==> src/rtl/scan_portal_pkg.sv <==
package scan_portal_pkg;
  localparam int PORTAL_W = 8;

  // Bit positions inside the portal word
  localparam int B_SCAN_IN = 7;
  localparam int B_CAPTURE = 6;
  localparam int B_SHIFT   = 5;
  localparam int B_UPDATE  = 4;
  localparam int B_SELECT  = 3;
  localparam int B_TCK     = 2;
  localparam int B_RESET   = 1;
  localparam int B_RETURN  = 0;

  // Committed value after reset: only the network reset is asserted
  localparam logic [PORTAL_W-1:0] PORTAL_RESET = 8'h02;

  typedef struct packed {
    logic scan_in;
    logic capture_en;
    logic shift_en;
    logic update_en;
    logic select;
    logic tck;
    logic net_rst;
  } scan_ctl_t;
endpackage

==> src/rtl/spi_sync.sv <==
module spi_sync #(
  parameter int              WIDTH   = 4,
  parameter int              STAGES  = 2,
  parameter logic [WIDTH-1:0] RST_VAL = '0
) (
  input  logic             clk,
  input  logic             rst_n,
  input  logic [WIDTH-1:0] d,
  output logic [WIDTH-1:0] q
);
  logic [WIDTH-1:0] stg [STAGES];

  for (genvar s = 0; s < STAGES; s++) begin : g_stage
    if (s == 0) begin : g_first
      always_ff @(posedge clk or negedge rst_n) begin
        if (!rst_n) stg[s] <= RST_VAL;
        else        stg[s] <= d;
      end
    end else begin : g_next
      always_ff @(posedge clk or negedge rst_n) begin
        if (!rst_n) stg[s] <= RST_VAL;
        else        stg[s] <= stg[s-1];
      end
    end
  end

  assign q = stg[STAGES-1];
endmodule

==> src/rtl/spi_word_shifter.sv <==
module spi_word_shifter #(
  parameter int WORD_W = 8,
  localparam int CNT_W = (WORD_W > 1) ? $clog2(WORD_W) : 1
) (
  input  logic              clk,
  input  logic              rst_n,
  input  logic              sclk_s,
  input  logic              ss_n_s,
  input  logic              mosi_s,
  input  logic [WORD_W-1:0] ret_word,
  output logic              miso_o,
  output logic              done_o,
  output logic [WORD_W-1:0] rx_word_o
);
  logic              sclk_q, ss_n_q;
  logic [CNT_W-1:0]  cnt_q, cnt_n;
  logic [WORD_W-1:0] rx_q, rx_n, tx_q, tx_n;
  logic              got_q, got_n, done_q, done_n;
  logic              sel, sel_start, rise, fall;

  assign sel       = !ss_n_s;
  assign sel_start = sel && ss_n_q;
  assign rise      = sclk_s && !sclk_q;
  assign fall      = !sclk_s && sclk_q;

  always_comb begin
    cnt_n  = cnt_q;
    rx_n   = rx_q;
    tx_n   = tx_q;
    got_n  = got_q;
    done_n = 1'b0;
    if (!sel) begin
      cnt_n = '0;
      got_n = 1'b0;
      tx_n  = '0;
    end else if (sel_start) begin
      cnt_n = '0;
      got_n = 1'b0;
      tx_n  = ret_word;
    end else begin
      if (rise && !got_q) begin
        rx_n = {rx_q[WORD_W-2:0], mosi_s};
        if (cnt_q == CNT_W'(WORD_W-1)) begin
          cnt_n  = '0;
          got_n  = 1'b1;
          done_n = 1'b1;
        end else begin
          cnt_n = cnt_q + 1'b1;
        end
      end
      if (fall) tx_n = {tx_q[WORD_W-2:0], 1'b0};
    end
  end

  always_ff @(posedge clk or negedge rst_n) begin
    if (!rst_n) begin
      sclk_q <= 1'b0;
      ss_n_q <= 1'b1;
      cnt_q  <= '0;
      rx_q   <= '0;
      tx_q   <= '0;
      got_q  <= 1'b0;
      done_q <= 1'b0;
    end else begin
      sclk_q <= sclk_s;
      ss_n_q <= ss_n_s;
      cnt_q  <= cnt_n;
      rx_q   <= rx_n;
      tx_q   <= tx_n;
      got_q  <= got_n;
      done_q <= done_n;
    end
  end

  assign miso_o    = tx_q[WORD_W-1];
  assign done_o    = done_q;
  assign rx_word_o = rx_q;

  a_r5_miso_moves_on_fall: assert property (@(posedge clk) disable iff (!rst_n)
    (sel && !sel_start && !fall) |=> $stable(miso_o));
  a_r6_one_word_per_select: assert property (@(posedge clk) disable iff (!rst_n)
    (got_q && sel) |=> !done_o);
  a_r9_idle_clears_count: assert property (@(posedge clk) disable iff (!rst_n)
    !sel |=> (cnt_q == '0 && !miso_o));
endmodule

==> src/rtl/portal_reg.sv <==
module portal_reg #(
  parameter int                WORD_W  = 8,
  parameter logic [WORD_W-1:0] RST_VAL = 8'h02
) (
  input  logic              clk,
  input  logic              rst_n,
  input  logic              commit,
  input  logic [WORD_W-1:0] wr_word,
  input  logic              scan_out_s,
  output logic [WORD_W-1:0] portal_o,
  output logic [WORD_W-1:0] ret_word_o
);
  logic [WORD_W-1:0] portal_q, portal_n;
  logic              so_q, so_n;

  always_comb begin
    portal_n = portal_q;
    so_n     = so_q;
    if (commit) begin
      portal_n = {wr_word[WORD_W-1:1], 1'b0};
      so_n     = scan_out_s;
    end
  end

  always_ff @(posedge clk or negedge rst_n) begin
    if (!rst_n) begin
      portal_q <= RST_VAL;
      so_q     <= 1'b0;
    end else begin
      portal_q <= portal_n;
      so_q     <= so_n;
    end
  end

  assign portal_o   = portal_q;
  assign ret_word_o = {{(WORD_W-1){1'b0}}, so_q};

  a_r3_hold_between_words: assert property (@(posedge clk) disable iff (!rst_n)
    !commit |=> ($stable(portal_o) && $stable(ret_word_o)));
endmodule

==> src/rtl/scan_portal_spi.sv <==
module scan_portal_spi
  import scan_portal_pkg::*;
#(
  parameter int SYNC_STAGES = 2
) (
  input  logic clk,
  input  logic rst_n,
  input  logic spi_sclk,
  input  logic spi_ss_n,
  input  logic spi_mosi,
  output logic spi_miso,
  input  logic scan_out_i,
  output logic scan_in_o,
  output logic capture_en_o,
  output logic shift_en_o,
  output logic update_en_o,
  output logic select_o,
  output logic tck_o,
  output logic scan_rst_o
);
  localparam int NSYNC = 4;

  logic [NSYNC-1:0]    pins_s;
  logic                sclk_s, ss_n_s, mosi_s, so_s;
  logic                done;
  logic [PORTAL_W-1:0] rx_word, portal, ret_word;
  scan_ctl_t           ctl;

  spi_sync #(.WIDTH(NSYNC), .STAGES(SYNC_STAGES), .RST_VAL(4'b0100)) u_sync (
    .clk(clk), .rst_n(rst_n),
    .d({spi_sclk, spi_ss_n, spi_mosi, scan_out_i}),
    .q(pins_s)
  );
  assign {sclk_s, ss_n_s, mosi_s, so_s} = pins_s;

  spi_word_shifter #(.WORD_W(PORTAL_W)) u_shift (
    .clk(clk), .rst_n(rst_n),
    .sclk_s(sclk_s), .ss_n_s(ss_n_s), .mosi_s(mosi_s),
    .ret_word(ret_word),
    .miso_o(spi_miso), .done_o(done), .rx_word_o(rx_word)
  );

  portal_reg #(.WORD_W(PORTAL_W), .RST_VAL(PORTAL_RESET)) u_portal (
    .clk(clk), .rst_n(rst_n),
    .commit(done), .wr_word(rx_word), .scan_out_s(so_s),
    .portal_o(portal), .ret_word_o(ret_word)
  );

  assign ctl.scan_in    = portal[B_SCAN_IN];
  assign ctl.capture_en = portal[B_CAPTURE];
  assign ctl.shift_en   = portal[B_SHIFT];
  assign ctl.update_en  = portal[B_UPDATE];
  assign ctl.select     = portal[B_SELECT];
  assign ctl.tck        = portal[B_TCK];
  assign ctl.net_rst    = portal[B_RESET];

  assign scan_in_o    = ctl.scan_in;
  assign capture_en_o = ctl.capture_en;
  assign shift_en_o   = ctl.shift_en;
  assign update_en_o  = ctl.update_en;
  assign select_o     = ctl.select;
  assign tck_o        = ctl.tck;
  assign scan_rst_o   = ctl.net_rst;

  a_r4_commit_only_selected: assert property (@(posedge clk) disable iff (!rst_n)
    done |-> !ss_n_s);
  a_r3_outputs_need_commit: assert property (@(posedge clk) disable iff (!rst_n)
    !done |=> $stable(ctl));
endmodule

==> config.mk <==
export PLATFORM = sky130hd
export DESIGN_NAME = scan_portal_spi
export DESIGN_NICKNAME = d
export VERILOG_FILES = /design/src/rtl/scan_portal_pkg.sv /design/src/rtl/spi_sync.sv /design/src/rtl/spi_word_shifter.sv /design/src/rtl/portal_reg.sv /design/src/rtl/scan_portal_spi.sv
export SDC_FILE = /design/constraint.sdc
export NUM_CORES = 1
export LEC_CHECK = 0
export BUFFER_PORTS_ARGS = -buffer_cell sky130_fd_sc_hd__buf_4
export CAP_MARGIN = 20
export CORE_MARGIN = 4
export CORE_UTILIZATION = 43
export CTS_BUF_LIST = sky130_fd_sc_hd__clkbuf_4
export CTS_CLUSTER_DIAMETER = 30
export DETAILED_ROUTE_END_ITERATION = 6
export HOLD_SLACK_MARGIN = 0.03
export PLACE_DENSITY_LB_ADDON = 0.2
export REMOVE_ABC_BUFFERS = 1
export SLEW_MARGIN = 20
export SYNTH_ARGS = -nofsm -noshare
export SYNTH_HDL_FRONTEND = slang
export SYNTH_SLANG_ARGS = --single-unit
==> constraint.sdc <==
create_clock -name clk -period 2 [get_ports clk]
set_input_delay 0.4 -clock clk [delete_from_list [all_inputs] [get_ports clk]]
set_output_delay 0.4 -clock clk [all_outputs]
set_load 0.005 [all_outputs]
Word level (Yosys, flattened, before mapping)

Index checks and enable logic that the tools add are counted.

$add $sub $neg: 1
Equal/unequal tests: 1
Muxes and demuxes: 15
Bitwise operators: 2
Reduce and logical (&&, ||, !) cells: 13

Operator list:

| cell                | count |
|---|---|
| $mux 8              | 3 |
| $mux 3              | 4 |
| $reduce_bool 3->1   | 3 |
| $mux 1              | 8 |
| $logic_and 1x1->1   | 4 |
| $logic_not 1->1     | 4 |
| $add 3x1->3 const B | 1 |
| $eq 3x3->1 const B  | 1 |
| $reduce_and 3->1    | 1 |
| $not 1->1           | 2 |
| $reduce_and 2->1    | 1 |

Flip-flop bits (word level): 39
Input bits: 6
Output and inout port bits: 8
Logic and storage cells: 43

Depth between registers and ports, before layout

Gate-level depths: netlist of the first run.

Word-level depth: 6
Gate-level depth with buffers: 5

Cells and area by module

Synthesis of the first run repeated with hierarchy kept, for this count alone.

Cells, all modules: 113
Area, all modules: 1,639.1 um^2

Modules (own cells, without submodules):

| module           | times used | cells each | area each (um^2) | seq. area each (um^2) |
|---|---|---|---|---|
| spi_word_shifter | 1          | 74         | 1,002.2          | 576.8 |
| portal_reg       | 1          | 27         | 404.1            | 201.4 |
| spi_sync         | 1          | 12         | 232.7            | 202.7 |

Least setup slack after synthesis of the first run

Ideal clock, no wire load.

Path type: register to register
From: register u_shift.sclk_q
To: register u_shift.rx_q[0] (netlist: u_shift.rx_word_o[0])
Library setup time: 0.125 ns
Data arrival time: 1.213 ns
Slack: 0.662 ns
Cell stages (with the launch flop): 5
Path through: dfrtp_1 -> nor3b_4 -> nand2b_2 -> buf_6 -> mux2_4

Longest elaborated chain between the ends: 4

Ends and longest elaborated chain:

| element                           | RTL line               | source |
|---|---|---|
| start: declaration                | spi_word_shifter.sv:15 | `logic sclk_q, ss_n_q;` |
| start signal: assignment          | spi_word_shifter.sv:65 | `sclk_q <= sclk_s;` |
| $logic_not 1->1                   | spi_word_shifter.sv:23 | `assign rise = sclk_s && !sclk_q;` |
| $logic_and 1x1->1                 | spi_word_shifter.sv:23 |  |
| $logic_and 1x1->1                 | spi_word_shifter.sv:41 | `if (rise && !got_q) begin` |
| $reduce_and 3->1 (no source line) | --                     |  |
| end signal: assignment            | spi_word_shifter.sv:68 | `rx_q <= rx_n;` |
| end: declaration                  | spi_word_shifter.sv:17 | `logic [WORD_W-1:0] rx_q, rx_n, tx_q, tx_n;` |

No other way between the ends.
A chain may end at the register's enable or synchronous reset.

Final worst setup path of the first run

From: register u_shift.sclk_q
To: register u_shift.rx_q[1] (netlist: u_shift.rx_word_o[1])

The elaborated chain is that of the path after synthesis.

==> results.yml, run 1 <==
final_layout:
  postLayoutCoreUtil_pct: 52.7
  mostFrequentLayoutCells: "dfrtp_1, nand2_1, buf_4"
  nNetsFinal: 128
  n_antenna_cell: 0
  fin_cells: 165
  final_common_cell: "dfrtp_1"
  num-fill-cells: 297
  drive_gt1_share_pct: 36.4
  areaGrowthSynthToFinish_pct: 14.1
timing:
  fin_ws_ps: 532
  final.setup_skew_ps: 9.37
  relSlewSlack_pct: 68.3
  rsz0062_at_grt: "no"
  setup_viol: 0
  finalSetupTns_ps: 0
  finalCritPeriodShare_pct: 73.4
  tightestPinTransition_ps: 476
  clock.fmax_mhz: 681
  final_hold_viol_count: 0
  final_max_slew_viol_count: 0
  period_minus_slack_ps: 1470
global_routing:
  grt_pass1_vias: 805
  grt_pass1_wl_mm: 3.68
  overflow: 0
  grt_usage_pct: 11.7
  antenna_found_initial: 0
  grt_max_degree: 40
synthesis:
  seq_area_frac_synth_pct: 67.3
  netlist_instances: 102
  ys_top_cells_by_area: "dfrtp_1, mux2_4, dfstp_2"
  syn_avg_cell_area_um2: 14.3
  synth_top_area_share_pct: 60.1
  synth_top_area_cell: "dfrtp_1"
  syn_area_um2: 1460
  ys_ff_latch: 39
  synth_cell_types: 19
  synth_warnings: 0
power_and_ir_drop:
  swShare_pct: 22.3
  p_int_uw: 1070
  leakage_uw: 0.000810
  vdd_drop_max_mv: 0.438
  p_switching_uw: 308
  finalPower_uw: 1380
  pwr-share-clk_pct: 28.9
  combPwrFrac_pct: 7.7
  powerDensity_nw_per_um2: 831
  power_frac_seq_pct: 63.4
worst_setup_path:
  crit_end: "u_shift.rx_word_o[1]"
  start_kind: "register"
  path_delay_family: "simple AND/OR/NAND/NOR gates"
  r2r_cells: 3
  cp_max_fo: 9
  path_class: "register to register"
  required_ps: 2230
  crit_arrival_ps: 1700
  rr_startpoint: "u_shift.sclk_q"
  rrSetupSlack_ps: 530
  cpPeakStageDelay_ps: 440
  cp_num_buf_inv: 0
  rr_endpoint: "u_shift.rx_word_o[1]"
  cp.depth: 3
  crit_slowest_cell: "dfrtp_1"
  crit_path_cell_trace: "nor3b_4, nand2b_2, mux2_4"
  end_kind: "register"
  critPathLaunch: "u_shift.sclk_q"
route:
  vias: 776
  post-route-drc-count: 0
  route.antenna.remaining_nets: 0
  drtIter0Drc: 56
  dr.pass1.iters: 2
  wire_per_inst_um: 12.0
  avgViaCountPerCell: 4.70
  drt-total-wl_mm: 1.98
placement:
  io_buffers: 13
  dp_hpwl_mm: 1.30
  place_ws_ps: 527
  placed_cells: 156
  gp_congestion: 0.665
clock_network:
  root_buffer: "clkbuf_4"
  clk_pin_slew_ps: 100
  clk_latency_ps: 340
  cts_tree: "yes"
  cts_made_buffers: 5
  cts_max_level: 2
  cts.sinks: 39
  cts.path.max_buffers: 2
die:
  start_util_pct: 46.2
  num_io_pins: 14
  num_rows: 20
  die_x_um: 66.2
  die_h_um: 66.2
  dieArea_um2: 4390
  coreArea_um2: 3150
hold_path:
  hold_class: "primary input to register"
outcome:
  status: "complete, no violations"
job:
  max_cap_violations: 0
-- how the worst min path moves through the flow --
stage / start / end / slack [ps] / depth (start not counted)
final: spi_ss_n / u_sync.stg[6] / 160 / 1
after CTS: spi_ss_n / u_sync.stg[6] / 140 / 1
after floorplan: rst_n / u_portal.portal_o[2] / 100 / 0
after global placement: u_sync.stg[5] / u_sync.q[1] / 330 / 0
after detailed placement: u_sync.stg[7] / u_sync.q[3] / 330 / 0
after global routing: spi_ss_n / u_sync.stg[6] / 120 / 1
-- registers in the layout, summed over array words and instances (netlist names) --
register	count
u_shift.rx_word_o	8
u_shift.tx_q	8
u_portal.portal_o	7
u_sync.q	4
u_sync.stg	4
u_shift.cnt_q	3
u_portal.so_q	1
u_shift.done_o	1
u_shift.got_q	1
u_shift.sclk_q	1
u_shift.ss_n_q	1
-- per-stage QoR --
stage                     hold slack, ps  instance area (µm²)
after floorplan                      104                 1440
after global placement               331                 1600
after detailed placement             335                 1600
after CTS                            138                 1660
after global routing                 117                 1660
final                                160                 1660
-- cell families (layout without fill, tap and decap cells) --
family,after synthesis,after routing,share of synthesized area (%)
buf+inv,6,25,2.06
simple gates,27,27,9.27
fa+ha+maj,2,2,1.72
compound gates,9,9,3.18
flops,39,39,67.3
mux,19,19,16.5
-- routing by layer --
layer	vias to the layer above	wire length (µm)	GRT usage (%)
li1	376	-	-
met1	377	883	13.8
met2	16	917	17.3
met3	7	131	5.78
met4	0	46	6.09
met5	-	0	0
-- Yosys cell counts --
master    instances
clkbuf_1          3
or2b_1            1
or2_1             1
mux2_4            8
dfrtp_1          35
mux2_2            8
inv_1             2
mux2i_1           3
and2b_1           1
a21oi_1           8
nand2b_2          1
buf_6             1
nor3b_4           1
nor2_1            6
ha_1              2
a31oi_1           1
dfstp_2           4
nand2_1          15
nand3b_1          1
-- worst reg2reg max path, delay by kind of cell, from the launching register on --
family           cells  cell delay [ps]
multiplexers         1              350
AND/OR/NAND/NOR      2              580
flip-flops           1              440
-- what timing repair did --
item | 4_1_cts | 5_1_grt
hold endpoints to repair | 35 | 0
buffers inserted | 0 | 0
hold buffers | 1 | 0
resized for setup | 0 | 0
-- layout make-up --
type	instances	area, µm²	share of cell area, %
flip-flops and latches	39	981	59.0
well taps	44	55.1	3.31
inverters	2	7.51	0.451
clock inverters	1	5.00	0.301
clock buffers	7	52.6	3.16
repair buffers	15	115	6.92
multi-input cells	57	447	26.9
-- power by group through the flow --
stage / Clock (µW) / Combinational (µW) / Sequential (µW)
finish: 399 / 107 / 876
global placement: 0 / 103 / 889
global route: 471 / 120 / 885
floorplan: 0 / 75.6 / 879
detailed placement: 0 / 108 / 892
CTS: 422 / 110 / 877
Power figures use the tool's default switching activity.
==> run 2, diff against run 1 <==
--- a/config.mk
+++ b/config.mk
@@ -5,6 +5,7 @@
 export SDC_FILE = /design/constraint.sdc
 export NUM_CORES = 1
 export LEC_CHECK = 0
+export ABC_AREA = 1
 export BUFFER_PORTS_ARGS = -buffer_cell sky130_fd_sc_hd__buf_4
 export CAP_MARGIN = 20
 export CORE_MARGIN = 4
==> constraint.sdc (replaced) <==
create_clock -name clk -period 1.3 [get_ports clk]
set_input_delay 0.26 -clock clk [delete_from_list [all_inputs] [get_ports clk]]
set_output_delay 0.26 -clock clk [all_outputs]
set_load 0.005 [all_outputs]
==> run 2 against run 1 <==
  * Hold slack improved by 200 ps
  * Die area increased by 1.2%
  * Final cell count increased by 22%
  * Sequential power increased by 50%
  * First-iteration DRC count decreased by 25%
  * Power increased by 49%
  * Area after synthesis increased by 1.4%
  * Synthesized cell count increased by 26%
  * Worst setup slack got worse by 470 ps
  * Critical path type is now register to primary output
  * Largest cell class unchanged
  * Largest power group unchanged
  * Highest routed layer unchanged
==> results.yml, run 2 <==
hold_path:
  whs_path_depth: 0
  hold_class: "register to register"
  min_to: "u_sync.q[2]"
  min_from: "u_sync.stg[6]"
timing:
  setup_viol: 0
  rsz0062_at_grt: "no"
  period_minus_slack_ps: 1240
  tightestPinTransition_ps: 477
  final.setup_skew_ps: 3.11
  finalCritPeriodShare_pct: 95.6
  clock.fmax_mhz: 805
  relSlewSlack_pct: 68.2
  final_hold_viol_count: 0
  finalSetupTns_ps: 0
  final_max_slew_viol_count: 0
worst_setup_path:
  required_ps: 1040
  crit_arrival_ps: 980
  rrSetupSlack_ps: 170
  cp_num_buf_inv: 1
  rr_startpoint: "u_shift.cnt_q[0]"
  cpPeakStageDelay_ps: 540
  r2r_cells: 5
  end_kind: "primary output"
  cp_max_fo: 2
  start_kind: "register"
  rr_endpoint: "u_shift.cnt_q[0]"
  path_class: "register to primary output"
  path_delay_family: "flip-flops"
  crit_path_cell_trace: "buf_4"
  crit_slowest_cell: "dfstp_2"
clock_network:
  root_buffer: "clkbuf_4"
  cts.path.max_buffers: 2
  clk_pin_slew_ps: 110
  cts_max_level: 2
  clk_latency_ps: 340
  cts.sinks: 39
  cts_made_buffers: 5
  cts_resized: 0
  cts_tree: "yes"
route:
  dr.pass1.iters: 4
  vias: 968
  route.antenna.remaining_nets: 0
  wire_per_inst_um: 11.9
  avgViaCountPerCell: 4.82
  post-route-drc-count: 0
  drt-total-wl_mm: 2.39
  drtIter0Drc: 42
placement:
  placed_cells: 188
  io_buffers: 13
  dp_hpwl_mm: 1.59
  gp_congestion: 0.750
final_layout:
  n_antenna_cell: 0
  areaGrowthSynthToFinish_pct: 18.5
  drive_gt1_share_pct: 27.7
  num-fill-cells: 309
  fin_cells: 201
  mostFrequentLayoutCells: "nand2_1, dfrtp_1, buf_4"
  nNetsFinal: 162
  final_common_cell: "nand2_1"
global_routing:
  antenna_found_initial: 0
  grt_max_degree: 40
  gr-max-usage-layer: "met2"
  overflow: 0
  met1_usage_pct: 15.0
  use_met2_pct: 20.3
  grt_usage_pct: 12.8
  grt_pass1_vias: 944
  gr-usage-met3_pct: 3.54
  grt_pass1_wl_mm: 4.11
synthesis:
  syn_area_um2: 1480
  synthArstFlopShare_pct: 100
  synth_cell_types: 15
  synth_top_area_share_pct: 59.3
  synthTopCellsByCount: "nand2_1, dfrtp_1, nand3_1"
  synth-edff-count: 0
  synthMostInstantiatedCell: "nand2_1"
  netlist_instances: 129
  synth_ff_type: "dfrtp_1"
  ys_top_cells_by_area: "dfrtp_1, nand2_1, dfstp_2"
  synth_top_area_cell: "dfrtp_1"
  ys_ff_latch: 39
  syn_avg_cell_area_um2: 11.5
  seq_area_frac_synth_pct: 66.4
  synth_warnings: 0
power_and_ir_drop:
  leakage_uw: 0.000939
  powerDensity_nw_per_um2: 1180
  finalPower_uw: 2060
  vdd_drop_max_mv: 0.581
die:
  num_rows: 21
  dieArea_um2: 4440
  die_h_um: 66.6
  die_x_um: 66.6
  start_util_pct: 44.3
  num_io_pins: 14
  coreArea_um2: 3340
job:
  max_cap_violations: 0
outcome:
  status: "complete, no violations"
==> run 2: cell types whose count changed in the layout (fill, tap and decap cells not counted), sizes merged, moves of 3 or more <==
cell,delta
mux2,-8
nand4,+8
inv,+5
nand3,+10
mux2i,-3
a21oi,-8
nand2,+32
dlygate4sd3,+4
==> run 2: report_power, final <==
group,switching (µW),leakage [µW],total [µW],internal (µW)
Clock,373,0.0000361,625,253
Sequential,37.6,0.000511,1310,1270
Combinational,77.3,0.000392,131,53.4
Total,488,0.000939,2060,1580
==> run 2: per-layer routing <==
metal / routed length, µm / vias to the layer above / share of wire [%]
li1: - / 468 / -
met2: 1150 / 16 / 48
met1: 1090 / 477 / 46
met3: 91 / 7 / 3.8
met5: 0 / - / 0
met4: 62 / 0 / 2.6
==> run 2: worst register-to-register path: stages (launching register included) <==
cell     delay (ps)
dfrtp_1         410
ha_1            210
ha_1            200
nor2_1          110
nand3_1          80
nand2_1          70
==> run 2: worst max path at each step <==
stage | slack [ps] | cells past startpoint | startpoint | to
after global placement | 220 | 4 | u_sync.q[2] | u_shift.rx_word_o[4]
after CTS | 50 | 1 | u_portal.portal_o[1] | scan_rst_o
after global routing | 20 | 1 | u_portal.portal_o[1] | scan_rst_o
after detailed placement | 180 | 4 | u_shift.cnt_q[0] | u_shift.cnt_q[2]
final | 60 | 1 | u_portal.portal_o[1] | scan_rst_o
after floorplan | 250 | 4 | u_shift.cnt_q[0] | u_shift.cnt_q[2]
==> run 2: timing repair <==
| item | 4_1_cts | 5_1_grt |
|---|---|---|
| hold endpoints to repair | 39 | 0 |
| buffers inserted | 0 | 0 |
| hold buffers | 5 | 0 |
| endpoints found under the setup margin | 0 | 0 |
==> run 2: through the flow <==
stage / hold WS (ps) / instance area (µm²) / utilization [%] / setup WS [ps]
after global placement: 251 / 1640 / 49.3 / 220
after CTS: 365 / 1750 / 52.5 / 47.4
after global routing: 370 / 1750 / 52.5 / 16.9
after detailed placement: 258 / 1640 / 49.3 / 178
after floorplan: -35.6 / 1460 / - / 247
final: 363 / 1750 / 52.5 / 57.6
==> run 2: final cells by class <==
cell class,instances,area (µm²),share of cell area (%)
Tap cell,46,57.6,3.29
Timing Repair Buffer,20,175,10.0
Inverter,7,26.3,1.50
Clock buffer,7,52.6,3.00
Clock inverter,1,5.00,0.286
Multi-Input combinational cell,81,454,25.9
Sequential cell,39,981,56.0
==> run 2: cell families after synthesis <==
family,Yosys count,share of synthesized area (%)
adders and majority gates,2,1.69
buffers and inverters,9,2.88
DFF,39,66.4
muxes,8,6.10
and+or+nand+nor,71,22.9
